==> src/rtl/sf_pkg.sv <==
package sf_pkg;
    typedef enum logic [3:0] {
        WM_PLAIN, WM_ONE_SET, WM_ONE_CLR, WM_ONE_TGL,
        WM_ZERO_SET, WM_ZERO_CLR, WM_ZERO_TGL, WM_ANY_CLR, WM_ANY_SET
    } wr_mode_e;

    typedef enum logic [1:0] { RM_NONE, RM_CLR, RM_SET } rd_mode_e;

    typedef enum logic [1:0] { WP_NONE, WP_HIGH, WP_LOW } wprot_e;
endpackage

==> src/rtl/sf_wr_next.sv <==
module sf_wr_next #(
    parameter int               W    = 8,
    parameter sf_pkg::wr_mode_e MODE = sf_pkg::WM_PLAIN
) (
    input  logic [W-1:0] cur,
    input  logic [W-1:0] wdata,
    output logic [W-1:0] nxt
);
    localparam logic [W-1:0] ONES = {W{1'b1}};

    generate
        case (MODE)
            sf_pkg::WM_ONE_SET:  begin : g_os assign nxt = cur | wdata;            end
            sf_pkg::WM_ONE_CLR:  begin : g_oc assign nxt = cur & ~wdata;           end
            sf_pkg::WM_ONE_TGL:  begin : g_ot assign nxt = cur ^ wdata;            end
            sf_pkg::WM_ZERO_SET: begin : g_zs assign nxt = cur | ~wdata;           end
            sf_pkg::WM_ZERO_CLR: begin : g_zc assign nxt = cur & wdata;            end
            sf_pkg::WM_ZERO_TGL: begin : g_zt assign nxt = cur ^ ~wdata;           end
            sf_pkg::WM_ANY_CLR:  begin : g_ac assign nxt = '0;                     end
            sf_pkg::WM_ANY_SET:  begin : g_as assign nxt = ONES;                   end
            default:             begin : g_pl assign nxt = wdata;                  end
        endcase
    endgenerate

    logic unused_ok;
    assign unused_ok = ^{cur, wdata};
endmodule

==> src/rtl/sf_rd_next.sv <==
module sf_rd_next #(
    parameter int               W    = 8,
    parameter sf_pkg::rd_mode_e MODE = sf_pkg::RM_NONE
) (
    input  logic [W-1:0] cur,
    output logic [W-1:0] nxt,
    output logic         side_eff
);
    generate
        if (MODE == sf_pkg::RM_CLR) begin : g_clr
            assign nxt      = '0;
            assign side_eff = 1'b1;
        end else if (MODE == sf_pkg::RM_SET) begin : g_set
            assign nxt      = {W{1'b1}};
            assign side_eff = 1'b1;
        end else begin : g_none
            assign nxt      = cur;
            assign side_eff = 1'b0;
        end
    endgenerate

    logic unused_ok;
    assign unused_ok = ^cur;
endmodule

==> src/rtl/sf_reduce.sv <==
module sf_reduce #(
    parameter int W = 8
) (
    input  logic [W-1:0] val,
    output logic         all_one,
    output logic         any_one,
    output logic         parity
);
    always_comb begin
        all_one = 1'b1;
        any_one = 1'b0;
        parity  = 1'b0;
        for (int i = 0; i < W; i++) begin
            all_one = all_one & val[i];
            any_one = any_one | val[i];
            parity  = parity ^ val[i];
        end
    end
endmodule

==> src/rtl/sw_field.sv <==
module sw_field #(
    parameter int               W       = 8,
    parameter logic [W-1:0]     RST_VAL = '0,
    parameter sf_pkg::wr_mode_e WR_MODE = sf_pkg::WM_PLAIN,
    parameter sf_pkg::rd_mode_e RD_MODE = sf_pkg::RM_NONE,
    parameter sf_pkg::wprot_e   PROT    = sf_pkg::WP_NONE
) (
    input  logic         clk,
    input  logic         rst,
    input  logic         acc_stb,
    input  logic         is_write,
    input  logic [W-1:0] wdata,
    input  logic         wr_en,
    output logic [W-1:0] value,
    output logic         acc_pulse,
    output logic         mod_pulse,
    output logic         red_and,
    output logic         red_or,
    output logic         red_xor
);
    typedef struct packed {
        logic [W-1:0] val;
    } fld_t;

    fld_t         st_d, st_q;
    logic [W-1:0] wr_val, rd_val;
    logic         rd_eff;
    logic         wr_ok;
    logic         do_wr, do_rd;

    sf_wr_next #(.W(W), .MODE(WR_MODE)) u_wr (
        .cur(st_q.val), .wdata(wdata), .nxt(wr_val)
    );

    sf_rd_next #(.W(W), .MODE(RD_MODE)) u_rd (
        .cur(st_q.val), .nxt(rd_val), .side_eff(rd_eff)
    );

    generate
        if (PROT == sf_pkg::WP_HIGH) begin : g_ph
            assign wr_ok = wr_en;
        end else if (PROT == sf_pkg::WP_LOW) begin : g_pl
            assign wr_ok = ~wr_en;
        end else begin : g_pn
            logic unused_en;
            assign unused_en = wr_en;
            assign wr_ok     = 1'b1;
        end
    endgenerate

    always_comb begin
        do_wr     = acc_stb & is_write & wr_ok;
        do_rd     = acc_stb & ~is_write;
        st_d      = st_q;
        if (do_wr) begin
            st_d.val = wr_val;
        end else if (do_rd && rd_eff) begin
            st_d.val = rd_val;
        end
        acc_pulse = do_rd;
        mod_pulse = do_wr | (do_rd & rd_eff);
    end

    always_ff @(posedge clk) begin
        if (rst) begin
            st_q.val <= RST_VAL;
        end else begin
            st_q <= st_d;
        end
    end

    assign value = st_q.val;

    sf_reduce #(.W(W)) u_red (
        .val(st_q.val), .all_one(red_and), .any_one(red_or), .parity(red_xor)
    );
endmodule

==> config.mk <==
export PLATFORM = sky130hd
export DESIGN_NAME = sw_field
export DESIGN_NICKNAME = d
export VERILOG_FILES = /design/src/rtl/sf_pkg.sv /design/src/rtl/sf_wr_next.sv /design/src/rtl/sf_rd_next.sv /design/src/rtl/sf_reduce.sv /design/src/rtl/sw_field.sv
export SDC_FILE = /design/constraint.sdc
export NUM_CORES = 1
export LEC_CHECK = 0
export ABC_CLOCK_PERIOD_IN_PS = 1800
export BUFFER_PORTS_ARGS = -buffer_cell sky130_fd_sc_hd__buf_2
export CORE_MARGIN = 1.5
export CORE_UTILIZATION = 37
export CTS_CLUSTER_SIZE = 12
export DETAILED_ROUTE_END_ITERATION = 10
export GPL_ROUTABILITY_DRIVEN = 1
export PLACE_DENSITY = 0.75
export SLEW_MARGIN = 20
export SYNTH_ARGS = -nofsm -noshare
export SYNTH_HDL_FRONTEND = slang
export SYNTH_SLANG_ARGS = --single-unit
==> constraint.sdc <==
create_clock -name clk -period 1.8 [get_ports clk]
set_clock_uncertainty 0.15 [all_clocks]
set_input_delay 0.45 -clock clk [delete_from_list [all_inputs] [get_ports clk]]
set_output_delay 0.45 -clock clk [all_outputs]
set_load 0.02 [all_outputs]
==> flow_summary.ini <==
[run_status]
outcome = complete, but fails checks
violations = setup timing

[worst_setup_path]
crit_end = red_xor
worst-r2r-setup-slack_ns = 0.76
r2r_end = value[7]
crit_path_start_kind = flop
worstSetupPathType = flop to output pin
crit_start = value[6]
r2r-start = value[7]
cp.arrival_ns = 1.51
setup.worst_path.end_class = output pin
worstPathRequired_ns = 1.20
reg2reg_depth = 2
crit_path_max_fanout = 2

[die]
start_util_pct = 41.9
fp.dieH_um = 39.2
placementRows = 12
ioPinCount = 26
die-area_um2 = 1530
die_w_um = 39.2
core_area_um2 = 1160

[cells_and_area]
fillers = 117
most-common-layout-cells = buf_2, nand3_1, a21bo_2, a21oi_1, buf_4
largest_reg_flops = 8
nNetsFinal = 98
final_area_um2 = 721
final_common_cell = buf_2
final_core_util_pct = 62.3
syn_to_final_growth_pct = 48.8
layout-drive-gt1-share_pct = 61.0
diodes = 0

[logic_synthesis]
yosys_warnings = 0
synth-seq-cells = 8
syn_inst = 53
seq_area_frac_synth_pct = 33.1
syn_area_per_cell_um2 = 9.14
syn_area_um2 = 484
synth_nets = 68
synth.distinct_cells = 17

[power]
combPwrFrac_pct = 32.5
ir_worst_vdd_v = 0.000400
intPower_mw = 0.358
p_total_mw = 0.506
p_sw_mw = 0.147
leakage_nw = 0.352
p_seq_share_pct = 38.5
clockPowerShare_pct = 29.0
p_sw_share_pct = 29.1
power_per_cell_area_nw_per_um2 = 701

[placed_design]
io_buffers = 24
placed_area_um2 = 652
dpl.hpwl_um = 813
pre_cts_ws_ns = -0.0432
gp_congestion = 0.661

[timing]
clock.fmax_mhz = 473
setup_violations = 1
setup_ws_ns = -0.315
final.period_utilization_pct = 117
hold_viol = 0
drv_slew = 0
slew_headroom_pct = 83.6
tightest_slew_ns = 0.246
rsz0062_at_grt = yes
period_minus_slack_ns = 2.11

[run]
maxCapViolCount = 0

[clocking]
clk_pin_slew_worst_paths_ns = 0.06
cts_max_path_buffers = 2
htree_levels = 1
clock_latency_ns = 0.25
cts_hold_buf = 0
cts.sinks = 8
cts_made_buffers = 3
postCtsSetupBuffers = 0
cts_tree = yes
cts_root_buffer = clkbuf_4

[routing]
routed_wire_length_per_instance_um = 11.9
drt-initial-drc-count = 8
routed_wl_um = 1150
final_antenna_net_count = 0
vias = 474
drcViolationCount = 0
via_per_inst = 4.94
first_pass_iters = 4

[worst_hold_path]
hold_class = input port to flop
min_from = wdata[6]

[global_route]
grt_pass1_wl_um = 1790
grt_overflow = 0
antenna_found_initial = 0
track_usage_pct = 18.0
first_global_vias = 423
grt_max_degree = 17
## layer usage
layer	GRT usage [%]	vias to the layer above	routed length (um)
li1	-	246	-
met1	25.1	208	585
met2	25.4	18	488
met3	1.73	2	62
met4	12.9	0	11
met5	0	-	0
## how the worst min path moves through the flow
stage | end | slack, ns | cells past startpoint
5_1_grt | value[2] | 0.29 | 3
3_3_place_gp | value[1] | 0.43 | 2
4_1_cts | value[6] | 0.27 | 3
2_1_floorplan | value[6] | 0.44 | 2
6_report | value[6] | 0.29 | 3
3_5_place_dp | value[1] | 0.44 | 2
## cell type report
class | instances | area, um^2 | area share, %
Clock buffer | 4 | 26.3 | 3.65
Inverter | 2 | 7.51 | 1.04
Multi-Input combinational cell | 38 | 322 | 44.6
Sequential cell | 8 | 168 | 23.3
Tap cell | 14 | 17.5 | 2.43
Timing Repair Buffer | 30 | 180 | 25.0
## per-stage QoR
step | hold slack, ns | setup TNS (ns) | instances
CTS | 0.275 | -0.352 | 96
detailed placement | 0.444 | -0.0432 | 92
floorplan | 0.437 | -0.00468 | 53
global route | 0.295 | -0.416 | 96
finish | 0.287 | -0.315 | 96
global placement | 0.435 | -0.0562 | 92
## worst max-delay path, stage by stage, from the launching register on
cell	delay, ns
dfxtp_4	0.34
xnor3_1	0.36
xnor3_2	0.42
buf_6	0.14
## logic make-up (layout without fill, tap and decap cells)
group	count (synthesis)	in the layout	synth area share, %
AOI/OAI and AO/OA	16	16	24.8
xor gates and xnor gates	4	4	12.9
adders and majority gates	2	2	5.17
buffers and inverters	7	36	6.46
DFF	8	8	33.1
and+or+nand+nor	16	16	17.6
## synth_stat cells
cell	number	area (um^2)
xnor3_1	2	45.0
nand4_1	1	6.26
buf_1	1	3.75
nand3_1	9	45.0
and2_1	1	6.26
a21bo_2	8	80.1
xnor2_1	2	17.5
nand2_1	1	3.75
inv_1	2	7.51
ha_1	2	25.0
nor4b_1	1	8.76
nor3_1	1	5.00
nor2b_1	1	6.26
nor2_1	1	3.75
dfxtp_1	8	160
a21oi_1	8	40.0
buf_2	4	20.0
## power groups by stage
stage / registers (mW) / clock network, mW / logic [mW]
after floorplan: 0.207 / 0 / 0.0821
after global placement: 0.196 / 0 / 0.138
after detailed placement: 0.196 / 0 / 0.140
after CTS: 0.193 / 0.153 / 0.143
after global routing: 0.195 / 0.161 / 0.178
final: 0.195 / 0.147 / 0.164
## timing repair
action                                  CTS  global route
gates resized for setup                   1             9
gates cloned                              0             0
hold endpoints to repair                  0             0
pin swaps                                 0             4
endpoints found under the setup margin    2             3
Power figures use the tool's default switching activity.
